$ cat src/rtl/rhp_pkg.sv
// Package: bit positions of the port status/control word and a helper that
// assembles the read word. Assumes a 32-bit host data path.
package rhp_pkg;

    localparam int WORD_W   = 32;
    localparam int B_CONN   = 0;   // read: connected      / write: clear enable
    localparam int B_ENA    = 1;   // read: enabled        / write: set enable
    localparam int B_SUSP   = 2;   // read: suspended      / write: set suspend
    localparam int B_OVC    = 3;   // read: overcurrent    / write: clear suspend
    localparam int B_RST    = 4;   // read: in reset       / write: set reset
    localparam int B_PWR    = 8;   // read: powered        / write: power on
    localparam int B_LOWSPD = 9;   // read: low speed      / write: power off
    localparam int B_CHG    = 16;  // read: connect change / write 1: clear

    // Decoded write commands for one port
    typedef struct packed {
        logic clr_ena;
        logic set_ena;
        logic set_susp;
        logic clr_susp;
        logic set_rst;
        logic pwr_on;
        logic pwr_off;
        logic clr_chg;
    } port_cmd_t;

    // Observable state of one port
    typedef struct packed {
        logic conn;
        logic ena;
        logic susp;
        logic ovc;
        logic rst;
        logic pwr;
        logic lowspd;
        logic chg;
    } port_view_t;

    function automatic logic [WORD_W-1:0] pack_view(input port_view_t v);
        logic [WORD_W-1:0] w;
        w           = '0;
        w[B_CONN]   = v.conn;
        w[B_ENA]    = v.ena;
        w[B_SUSP]   = v.susp;
        w[B_OVC]    = v.ovc;
        w[B_RST]    = v.rst;
        w[B_PWR]    = v.pwr;
        w[B_LOWSPD] = v.lowspd;
        w[B_CHG]    = v.chg;
        return w;
    endfunction

endpackage

$ cat src/rtl/rhp_power_ctl.sv
// Power switch state for one port. Picks the command source (per-port writes
// or global pulses) from the switching mode and the port's mask bit. An
// overcurrent overrides every power-on command. When switching is not
// supported, the effective power is held at 1.
module rhp_power_ctl (
    input  logic clk,
    input  logic rst_n,
    input  logic per_port_ctl,
    input  logic sw_supported,
    input  logic cmd_on,
    input  logic cmd_off,
    input  logic glob_on,
    input  logic glob_off,
    input  logic ovc,
    output logic pwr_now,
    output logic pwr_next
);

    logic pps_q;
    logic pps_d;

    // Next power state from the selected command source, overcurrent last
    always_comb begin
        pps_d = pps_q;
        if (per_port_ctl) begin
            if (cmd_on)  pps_d = 1'b1;
            if (cmd_off) pps_d = 1'b0;
        end else begin
            if (glob_on)  pps_d = 1'b1;
            if (glob_off) pps_d = 1'b0;
        end
        if (ovc) pps_d = 1'b0;
    end

    // Power status register
    always_ff @(posedge clk) begin
        if (!rst_n) pps_q <= 1'b0;
        else        pps_q <= pps_d;
    end

    assign pwr_now  = !sw_supported || pps_q;
    assign pwr_next = !sw_supported || pps_d;

    AST_OVC_DROPS_POWER: assert property (@(posedge clk) disable iff (!rst_n)
        ovc |=> !pps_q);
    AST_GLOBAL_IGNORED: assert property (@(posedge clk) disable iff (!rst_n)
        (per_port_ctl && glob_on && !cmd_on && !pps_q) |=> !pps_q);
    AST_WRITE_IGNORED: assert property (@(posedge clk) disable iff (!rst_n)
        (!per_port_ctl && cmd_on && !glob_on && !pps_q) |=> !pps_q);

endmodule

$ cat src/rtl/rhp_status_regs.sv
// Connect, enable, suspend, reset and connect-change state for one port.
// Assumes pwr_now and pwr_next come from rhp_power_ctl, and that the
// device-present input is already synchronous to clk.
module rhp_status_regs
    import rhp_pkg::*;
(
    input  logic      clk,
    input  logic      rst_n,
    input  port_cmd_t cmd,
    input  logic      pres_in,
    input  logic      pwr_now,
    input  logic      pwr_next,
    input  logic      rst_done,
    input  logic      hub_rst_done,
    input  logic      nonremovable,
    output logic      conn,
    output logic      ena,
    output logic      susp,
    output logic      rst,
    output logic      chg
);

    logic pres_q;
    logic live_d;
    logic attach_evt;
    logic cmd_to_idle;
    logic chg_set;

    assign conn        = pres_q && pwr_now;
    assign live_d      = pres_in && pwr_next;
    assign attach_evt  = pres_in ^ pres_q;
    assign cmd_to_idle = (cmd.set_ena || cmd.set_susp || cmd.set_rst) && !conn;
    assign chg_set     = (attach_evt && !nonremovable) || cmd_to_idle ||
                         (hub_rst_done && nonremovable && conn);

    // Track the device-present level to detect attach and detach
    always_ff @(posedge clk) begin
        if (!rst_n) pres_q <= 1'b0;
        else        pres_q <= pres_in;
    end

    // Enable: set by command or reset completion, cleared by command or loss of link
    always_ff @(posedge clk) begin
        if (!rst_n || !live_d)           ena <= 1'b0;
        else if (cmd.clr_ena)            ena <= 1'b0;
        else if (cmd.set_ena && conn)    ena <= 1'b1;
        else if (rst_done && rst)        ena <= 1'b1;
    end

    // Suspend: set and cleared by command, dropped on loss of link
    always_ff @(posedge clk) begin
        if (!rst_n || !live_d)           susp <= 1'b0;
        else if (cmd.clr_susp)           susp <= 1'b0;
        else if (cmd.set_susp && conn)   susp <= 1'b1;
    end

    // Reset request: set by command, cleared when the reset sequence ends
    always_ff @(posedge clk) begin
        if (!rst_n || !live_d)           rst <= 1'b0;
        else if (rst_done)               rst <= 1'b0;
        else if (cmd.set_rst && conn)    rst <= 1'b1;
    end

    // Connect-change flag: any set cause wins over a write-one clear
    always_ff @(posedge clk) begin
        if (!rst_n)        chg <= 1'b0;
        else if (chg_set)  chg <= 1'b1;
        else if (cmd.clr_chg) chg <= 1'b0;
    end

    AST_IDLE_WHEN_DETACHED: assert property (@(posedge clk) disable iff (!rst_n)
        !conn |-> !(ena || susp || rst));
    AST_CHG_WRITE_CLEARS: assert property (@(posedge clk) disable iff (!rst_n)
        (cmd.clr_chg && !attach_evt && !cmd.set_ena && !cmd.set_susp &&
         !cmd.set_rst && !hub_rst_done) |=> !chg);
    AST_IDLE_CMD_FLAGS: assert property (@(posedge clk) disable iff (!rst_n)
        ((cmd.set_ena || cmd.set_susp || cmd.set_rst) && !conn) |=> chg);
    AST_IDLE_CMD_NO_ENABLE: assert property (@(posedge clk) disable iff (!rst_n)
        (cmd.set_ena && !conn) |=> !ena);

endmodule

$ cat src/rtl/rhp_port.sv
// One downstream port: decodes the write word into commands, instantiates the
// power and status logic, and builds the read word.
module rhp_port
    import rhp_pkg::*;
(
    input  logic              clk,
    input  logic              rst_n,
    input  logic              wr,
    input  logic [WORD_W-1:0] wdata,
    input  logic              pres_in,
    input  logic              lowspd_in,
    input  logic              ovc_in,
    input  logic              rst_done,
    input  logic              glob_on,
    input  logic              glob_off,
    input  logic              hub_rst_done,
    input  logic              per_port_ctl,
    input  logic              nonremovable,
    input  logic              sw_supported,
    output logic [WORD_W-1:0] rword,
    output logic              pwr,
    output logic              ena,
    output logic              susp,
    output logic              rst
);

    port_cmd_t  cmd;
    port_view_t view;
    logic       pwr_next;
    logic       conn;
    logic       chg;

    // Turn the written 1 bits into commands
    always_comb begin
        cmd.clr_ena  = wr && wdata[B_CONN];
        cmd.set_ena  = wr && wdata[B_ENA];
        cmd.set_susp = wr && wdata[B_SUSP];
        cmd.clr_susp = wr && wdata[B_OVC];
        cmd.set_rst  = wr && wdata[B_RST];
        cmd.pwr_on   = wr && wdata[B_PWR];
        cmd.pwr_off  = wr && wdata[B_LOWSPD];
        cmd.clr_chg  = wr && wdata[B_CHG];
    end

    rhp_power_ctl u_pwr (
        .clk          (clk),
        .rst_n        (rst_n),
        .per_port_ctl (per_port_ctl),
        .sw_supported (sw_supported),
        .cmd_on       (cmd.pwr_on),
        .cmd_off      (cmd.pwr_off),
        .glob_on      (glob_on),
        .glob_off     (glob_off),
        .ovc          (ovc_in),
        .pwr_now      (pwr),
        .pwr_next     (pwr_next)
    );

    rhp_status_regs u_stat (
        .clk          (clk),
        .rst_n        (rst_n),
        .cmd          (cmd),
        .pres_in      (pres_in),
        .pwr_now      (pwr),
        .pwr_next     (pwr_next),
        .rst_done     (rst_done),
        .hub_rst_done (hub_rst_done),
        .nonremovable (nonremovable),
        .conn         (conn),
        .ena          (ena),
        .susp         (susp),
        .rst          (rst),
        .chg          (chg)
    );

    // Assemble the read view; low speed is only meaningful while connected
    always_comb begin
        view.conn   = conn;
        view.ena    = ena;
        view.susp   = susp;
        view.ovc    = ovc_in;
        view.rst    = rst;
        view.pwr    = pwr;
        view.lowspd = lowspd_in && conn;
        view.chg    = chg;
    end

    assign rword = pack_view(view);

endmodule

$ cat src/rtl/rh_port_csr.sv
// Root hub port register array: one rhp_port per downstream port, a shared
// write path steered by wr_port, and a combinational read mux on rd_port.
// Assumes every input is synchronous to clk; the pulse inputs last one cycle.
module rh_port_csr
    import rhp_pkg::*;
#(
    parameter int NPORTS = 2,
    localparam int PIDX_W = (NPORTS > 1) ? $clog2(NPORTS) : 1
) (
    input  logic              clk,
    input  logic              rst_n,
    input  logic              wr_en,
    input  logic [PIDX_W-1:0] wr_port,
    input  logic [WORD_W-1:0] wr_data,
    input  logic [PIDX_W-1:0] rd_port,
    output logic [WORD_W-1:0] rd_data,
    input  logic [NPORTS-1:0] dev_present,
    input  logic [NPORTS-1:0] dev_lowspeed,
    input  logic [NPORTS-1:0] overcurrent,
    input  logic [NPORTS-1:0] reset_done,
    input  logic              glob_pwr_on,
    input  logic              glob_pwr_off,
    input  logic              hub_reset_done,
    input  logic              pwr_per_port_mode,
    input  logic [NPORTS-1:0] pwr_mask,
    input  logic [NPORTS-1:0] dev_nonremovable,
    input  logic              pwr_sw_supported,
    output logic [NPORTS-1:0] port_power,
    output logic [NPORTS-1:0] port_enable,
    output logic [NPORTS-1:0] port_suspend,
    output logic [NPORTS-1:0] port_reset
);

    logic [WORD_W-1:0] rwords [NPORTS];

    for (genvar p = 0; p < NPORTS; p++) begin : g_port
        logic sel;
        assign sel = wr_en && (int'(wr_port) == p);

        rhp_port u_port (
            .clk          (clk),
            .rst_n        (rst_n),
            .wr           (sel),
            .wdata        (wr_data),
            .pres_in      (dev_present[p]),
            .lowspd_in    (dev_lowspeed[p]),
            .ovc_in       (overcurrent[p]),
            .rst_done     (reset_done[p]),
            .glob_on      (glob_pwr_on),
            .glob_off     (glob_pwr_off),
            .hub_rst_done (hub_reset_done),
            .per_port_ctl (pwr_per_port_mode && pwr_mask[p]),
            .nonremovable (dev_nonremovable[p]),
            .sw_supported (pwr_sw_supported),
            .rword        (rwords[p]),
            .pwr          (port_power[p]),
            .ena          (port_enable[p]),
            .susp         (port_suspend[p]),
            .rst          (port_reset[p])
        );
    end

    // Read mux; an index past the last port reads zero
    always_comb begin
        rd_data = '0;
        for (int p = 0; p < NPORTS; p++) begin
            if (int'(rd_port) == p) rd_data = rwords[p];
        end
    end

    // Reserved write bits are decoded nowhere
    logic unused_wr_bits;
    assign unused_wr_bits = ^{wr_data[WORD_W-1:B_CHG+1], wr_data[B_CHG-1:B_LOWSPD+1],
                              wr_data[B_PWR-1:B_RST+1]};

endmodule

$ cat config.mk
export PLATFORM = sky130hd
export DESIGN_NAME = rh_port_csr
export DESIGN_NICKNAME = d
export VERILOG_FILES = /design/src/rtl/rhp_pkg.sv /design/src/rtl/rhp_power_ctl.sv /design/src/rtl/rhp_status_regs.sv /design/src/rtl/rhp_port.sv /design/src/rtl/rh_port_csr.sv
export SDC_FILE = /design/constraint.sdc
export NUM_CORES = 1
export LEC_CHECK = 0
export ABC_CLOCK_PERIOD_IN_PS = 1730
export BUFFER_PORTS_ARGS = -buffer_cell sky130_fd_sc_hd__buf_2
export CAP_MARGIN = 40
export CORE_MARGIN = 10
export CORE_UTILIZATION = 37
export CTS_CLUSTER_DIAMETER = 30
export CTS_CLUSTER_SIZE = 12
export DETAILED_ROUTE_END_ITERATION = 7
export PLACE_DENSITY_LB_ADDON = 0.3
export SLEW_MARGIN = 20
export SYNTH_ARGS = -nofsm -noshare
export SYNTH_HDL_FRONTEND = slang
export SYNTH_SLANG_ARGS = --single-unit
export TNS_END_PERCENT = 100
$ cat constraint.sdc
create_clock -name clk -period 1.73 [get_ports clk]
set_input_delay 0.346 -clock clk [delete_from_list [all_inputs] [get_ports clk]]
set_output_delay 0.346 -clock clk [all_outputs]
set_load 0.01 [all_outputs]
==> flow_summary.toml, run 1 <==
[place]
dpl.hpwl_um = 2580
placed_area_sq_mm = 0.00114
portBuffers = 45
place_congestion = 0.767

[routing]
routedWlPerCell_um = 16.0
viasPerCell = 4.91
drtIter0Drc = 41
first_pass_iters = 4
wirelength_um = 3020
via_count = 924
drc = 0
final_antenna_net_count = 0

[clocking]
cts_buffers = 3
hold_buffers = 0
cts_sinks = 12
cts_tree = "built"
path_clk_slew_ps = 80
clock_path_buffers = 2
htreeDepth = 1
clock_latency_ps = 280
root_buffer = "clkbuf_4"

[pwr]
p_sw_share_pct = 31.7
p_leak_nw = 0.616
p_total_mw = 0.728
power_density_mw_per_mm2 = 603
p_comb_share_pct = 27.6
ir_drop_v = 0.000322
pwr-share-clk_pct = 32.1
switchingPower_mw = 0.231
seqPwrFrac_pct = 40.2
p_int_mw = 0.497

[run_status]
outcome = "finished clean"

[floorplanning]
io_pins = 94
num_rows = 19
die_h_um = 73.0
core_sq_mm = 0.00273
start_util_pct = 38.1
die_w_um = 73.0
dieArea_sq_mm = 0.00533

[final_layout]
nets = 212
final_cell_area_sq_mm = 0.00121
fill_cells = 291
num_antenna_cells = 0
drive_above_1_share_pct = 42.7
syn2layout_area_growth_pct = 16.0

[synth]
synth_cell_types = 40
synthTopCellsByArea = "dfxtp_1 (23%), buf_4 (23%), mux2_1 (4.3%), a31oi_1 (3.6%), a2111oi_2 (2.9%)"
async_flop_share_pct = 0
yosysWarningCount = 0
syn-cell-area_sq_mm = 0.00104
netlist.area_leader.share_pct = 23.1
synth.cells.most_frequent = "buf_4 (32), dfxtp_1 (12), nand2_1 (7)"
yosysSeqAreaShare_pct = 23.1
ys_seq_elements = 12
synth_edf_count = 0
yosysTopAreaCell = "dfxtp_1"
ys.flop_type = "dfxtp_1"
synth.most_common_cell = "buf_4"
synthCells = 118
synth_area_per_cell_sq_um = 8.82

[setup_path]
crit_type = "register to output pin"
path_buf_inv = 1
crit_slowest_cell = "dfxtp_2"
worstRegToRegCells = 5
start_kind = "register"
worstPathCellList = "nand2b_4 > and2_4 > mux2_2 > buf_2"
cp_top_family = "flip-flops"
crit_fanout = 3
crit_arrival_ps = 1320
r2r_slack_ps = 490
worstSetupStartpoint = "g_port[0].u_port.u_pwr.pps_q"
reg2reg_from = "g_port[0].u_port.u_pwr.pps_q"
crit_end = "rd_data[0]"
rr_endpoint = "g_port[0].u_port.u_stat.susp"
worst_path_largest_cell_delay_ps = 340
critPathRequiredTime_ps = 1380
crit_cells = 4
end_kind = "output pin"

[sta]
finalSetupViolCount = 0
clock.fmax_mhz = 601
period_share_pct = 96.2
holdWs_ps = 258
finalHoldViolations = 0
clock-skew-final_ps = 1.11
rsz0062_at_grt = "no"
slew_violations = 0
fin_setup_tns_ps = 0
period_minus_slack_ps = 1660

[grt]
grt_overflow_total = 0
grt_pass1_wl_um = 4550
grt_pass1_vias = 995
track_usage_pct = 10.4
antenna_found_initial = 0
grt_max_degree = 11

[job]
cap_violations = 0

[hold_path]
hp-class = "primary input to register"
[worst reg2reg max path, delay by kind of cell, from the launching register on]
family          cells  cell delay [ps]
flops               1              360
compound gates      2              370
simple gates        2              290
buf+inv             1              130
[registers in the layout, indices dropped and copies added (netlist names)]
signal / count
g_port.u_port.u_stat.ena: 2
g_port.u_port.u_stat.rst: 2
g_port.u_port.u_stat.pres_q: 2
g_port.u_port.u_pwr.pps_q: 2
g_port.u_port.u_stat.chg: 2
g_port.u_port.u_stat.susp: 2
[per-layer routing]
metal | wire [um] | vias up | GRT usage [%]
met1 | 1120 | 421 | 10.8
li1 | - | 445 | -
met2 | 1420 | 50 | 17.4
met3 | 393 | 8 | 4.90
met5 | 0 | - | 0
met4 | 86 | 0 | 4.85
[power by group through the flow]
| stage | logic (mW) | clock network, mW | registers (mW) |
|---|---|---|---|
| global route | 0.220 | 0.257 | 0.294 |
| global placement | 0.187 | 0 | 0.298 |
| CTS | 0.194 | 0.235 | 0.292 |
| floorplan | 0.157 | 0 | 0.297 |
| finish | 0.201 | 0.234 | 0.293 |
| detailed placement | 0.190 | 0 | 0.299 |
[per-stage QoR]
stage | std cells | utilization (%) | setup WS, ps
6_report | 188 | 44.2 | 66.6
5_1_grt | 188 | 44.2 | 9.85
4_1_cts | 187 | 43.5 | 27.2
3_5_place_dp | 183 | 41.8 | 156
3_3_place_gp | 183 | 41.8 | 177
2_1_floorplan | 141 | - | 351
[layout make-up]
type	instances	area [sq um]	share of cell area, %
multi-input combinational	90	632	52.3
timing repair buffer	48	248	20.5
sequential	12	241	20.0
tap	31	38.8	3.21
clock buffer	4	36.3	3.01
inverter	3	11.3	0.933
[worst min path at each step]
stage / startpoint / to / slack [ps] / depth (start not counted)
after detailed placement: reset_done[0] / g_port[0].u_port.u_stat.rst / 550 / 2
after floorplan: overcurrent[0] / g_port[0].u_port.u_pwr.pps_q / 420 / 1
final: reset_done[0] / g_port[0].u_port.u_stat.rst / 260 / 2
after global placement: reset_done[0] / g_port[0].u_port.u_stat.rst / 540 / 2
after CTS: reset_done[0] / g_port[0].u_port.u_stat.rst / 260 / 2
after global routing: reset_done[0] / g_port[0].u_port.u_stat.rst / 250 / 2
[cells in the final DEF, fill, tap and decap left out, types with 2 or more instances in the layout]
| cell type | instances |
|---|---|
| a31oi_1 | 6 |
| a41oi_1 | 2 |
| dfxtp_1 | 11 |
| and2_4 | 3 |
| and3_1 | 3 |
| nor3b_1 | 2 |
| o21ai_1 | 3 |
| mux2_2 | 2 |
| inv_1 | 3 |
| a2111oi_2 | 2 |
| a21o_1 | 2 |
| buf_4 | 3 |
| nor2_1 | 4 |
| clkbuf_4 | 3 |
| nand2_1 | 7 |
| xnor2_1 | 2 |
| and2_1 | 2 |
| o311ai_1 | 2 |
| conb_1 | 24 |
| mux2_1 | 4 |
| buf_2 | 45 |
| nand4_1 | 2 |
| nand2b_4 | 2 |
[logic make-up (layout without fill, tap and decap cells)]
logic type	after synthesis	in the layout	synth area share, %
DFF	12	12	23.1
muxes	6	6	6.49
AOI/OAI and AO/OA	28	28	25.2
xor gates and xnor gates	2	2	1.68
buffers and inverters	39	55	26.4
and+or+nand+nor	30	30	16.7
other	1	24	0.360
[what timing repair did]
action / 4_1_cts / 5_1_grt
resized for setup: 3 / 3
setup buffers: 0 / 1
setup endpoints to repair: 1 / 1
Note: power is estimated with default switching activity, not from simulation.
==> run 2: changes to the inputs <==
Settings changed: CORE_MARGIN 10 to unset, CORE_UTILIZATION 37 to 46, SYNTH_HIERARCHICAL set to 1.
==> run 2 against run 1 <==
Non-clock buffer count up 6. Power up 18%. Sequential share of layout area down 6.4 points. Critical path depth up 1.
==> flow_summary.toml, run 2 <==
[final_layout]
layout_commonest_cell = "conb_1"
syn2layout_area_growth_pct = 2.75
fill_cells = 368
final_cell_mix = "conb_1 (48), buf_2 (44), mux2_4 (32)"
final_cell_area_sq_mm = 0.00178
num_antenna_cells = 0
drive_above_1_share_pct = 47.9
nets = 271

[synth]
yosysWarningCount = 6
netlist.area_leader.share_pct = 27.8
synth.most_common_cell = "buf_4"
ys.flop_type = "dfxtp_1"
synthTopCellsByArea = "mux2_4 (28%), buf_4 (27%), dfxtp_1 (14%), and2_1 (9.0%), buf_12 (3.5%)"
yosysSeqAreaShare_pct = 13.9
synth_cell_types = 25
syn-cell-area_sq_mm = 0.00173
synth.cells.most_frequent = "buf_4 (62), mux2_4 (32), and2_1 (25)"
synth_area_per_cell_sq_um = 9.61
synth_edf_count = 0
ys_seq_elements = 12
yosysTopAreaCell = "mux2_4"
synthCells = 180
async_flop_share_pct = 0

[setup_path]
crit_fanout = 3
start_kind = "register"
critPathRequiredTime_ps = 1380
end_kind = "output pin"
crit_arrival_ps = 1360
crit_type = "register to output pin"

[clocking]
clock_path_buffers = 2
path_clk_slew_ps = 50
htreeDepth = 1
cts_sinks = 12
clock_latency_ps = 230
cts_tree = "built"
cts_buffers = 3
root_buffer = "clkbuf_8"
hold_buffers = 0

[routing]
routedWlPerCell_um = 10.4
drc = 0
drtIter0Drc = 4
via_count = 1097
first_pass_iters = 4
final_antenna_net_count = 0
wirelength_um = 2730
viasPerCell = 4.20

[floorplanning]
die_h_um = 63.3
io_pins = 94
start_util_pct = 49.9
num_rows = 21
core_sq_mm = 0.00347
die_w_um = 63.3
dieArea_sq_mm = 0.00401

[sta]
finalHoldViolations = 0
finalSetupViolCount = 0
clock.fmax_mhz = 586
period_share_pct = 98.7
clock-skew-final_ps = 1.11
fin_setup_tns_ps = 0
holdWs_ps = 301
slew_violations = 0
rsz0062_at_grt = "yes"
period_minus_slack_ps = 1710

[grt]
antenna_found_initial = 0
grt_overflow_total = 0
grt_pass1_vias = 1060
grt_pass1_wl_um = 4690
grt_max_degree = 23
track_usage_pct = 14.8

[place]
placed_area_sq_mm = 0.00170
place_congestion = 0.726
portBuffers = 45
dpl.hpwl_um = 2380

[pwr]
p_leak_nw = 0.927
p_total_mw = 0.857
power_density_mw_per_mm2 = 482
ir_drop_v = 0.000334

[hold_path]
hp-class = "primary input to register"

[run_status]
outcome = "finished clean"

[job]
cap_violations = 0
[run 2: changes by cell type after synthesis, moves of 4 or more]
cell,previous run,this run
mux2_4,0,32
mux2_1,4,0
a31oi_1,6,0
nor3_1,1,6
and2_1,4,25
buf_4,32,62
nand2_1,7,2
[run 2: worst paths after layout]
| path | cells past startpoint | slack (ps) | endpoint | startpoint |
|---|---|---|---|---|
| min | 2 | 300 | g_port[1].u_port/u_stat/rst | reset_done[1] |
| max reg2reg | 6 | 460 | g_port[0].u_port/u_stat/ena | g_port[0].u_port/u_pwr/pps_q |
| min reg2reg | 2 | 550 | g_port[1].u_port/u_stat/susp | g_port[1].u_port/u_stat/susp |
| max | 5 | 20 | rd_data[9] | g_port[0].u_port/u_pwr/pps_q |
[run 2: report_power, final]
part | internal [mW] | switching (mW) | total (mW)
combinational | 0.171 | 0.146 | 0.317
clock | 0.153 | 0.0948 | 0.248
sequential | 0.287 | 0.00571 | 0.292
total | 0.610 | 0.247 | 0.857
[run 2: final cells by class]
class / instances / area, sq um / share of cell area (%)
sequential: 12 / 241 / 13.6
clock buffer: 3 / 41.3 / 2.32
timing repair buffer: 54 / 299 / 16.8
inverter: 2 / 7.51 / 0.422
multi-input combinational: 144 / 1130 / 63.6
tap: 46 / 57.6 / 3.24
[run 2: stage by stage]
| step | setup slack, ps | util [%] | std cells |
|---|---|---|---|
| after detailed placement | -2.74 | 49.0 | 257 |
| after global routing | -17.4 | 51.3 | 261 |
| after floorplan | 175 | - | 226 |
| after global placement | 28.5 | 49.0 | 257 |
| after CTS | 4.60 | 50.9 | 260 |
| final | 22.7 | 51.3 | 261 |
[run 2: cell families after synthesis]
group | Yosys count | share of synthesized area, %
other | 2 | 0.434
AOI/OAI and AO/OA | 14 | 6.51
xor gates and xnor gates | 2 | 1.01
and+or+nand+nor | 46 | 17.1
buffers and inverters | 70 | 32.0
muxes | 34 | 29.1
DFF | 12 | 13.9
[run 2: routing by layer]
metal	part of all wire [%]	wire (um)	track usage (%)	vias to the layer above
li1	-	-	-	574
met3	6.0	164	2.36	4
met4	1.9	51	6.82	0
met2	50	1370	26.3	42
met1	42	1150	17.0	477
met5	0	0	0	-
[run 2: timing repair]
item / in CTS / in global routing
endpoints found under the setup margin: 1 / 1
buffers inserted: 0 / 1
gates resized for setup: 5 / 2
[run 2: worst max-delay path, stage by stage, from the launching register on]
cell and delay [ps]:
dfxtp_2 310, nand2b_4 130, and2_4 160, and2_4 130, mux2_4 270, buf_6 120
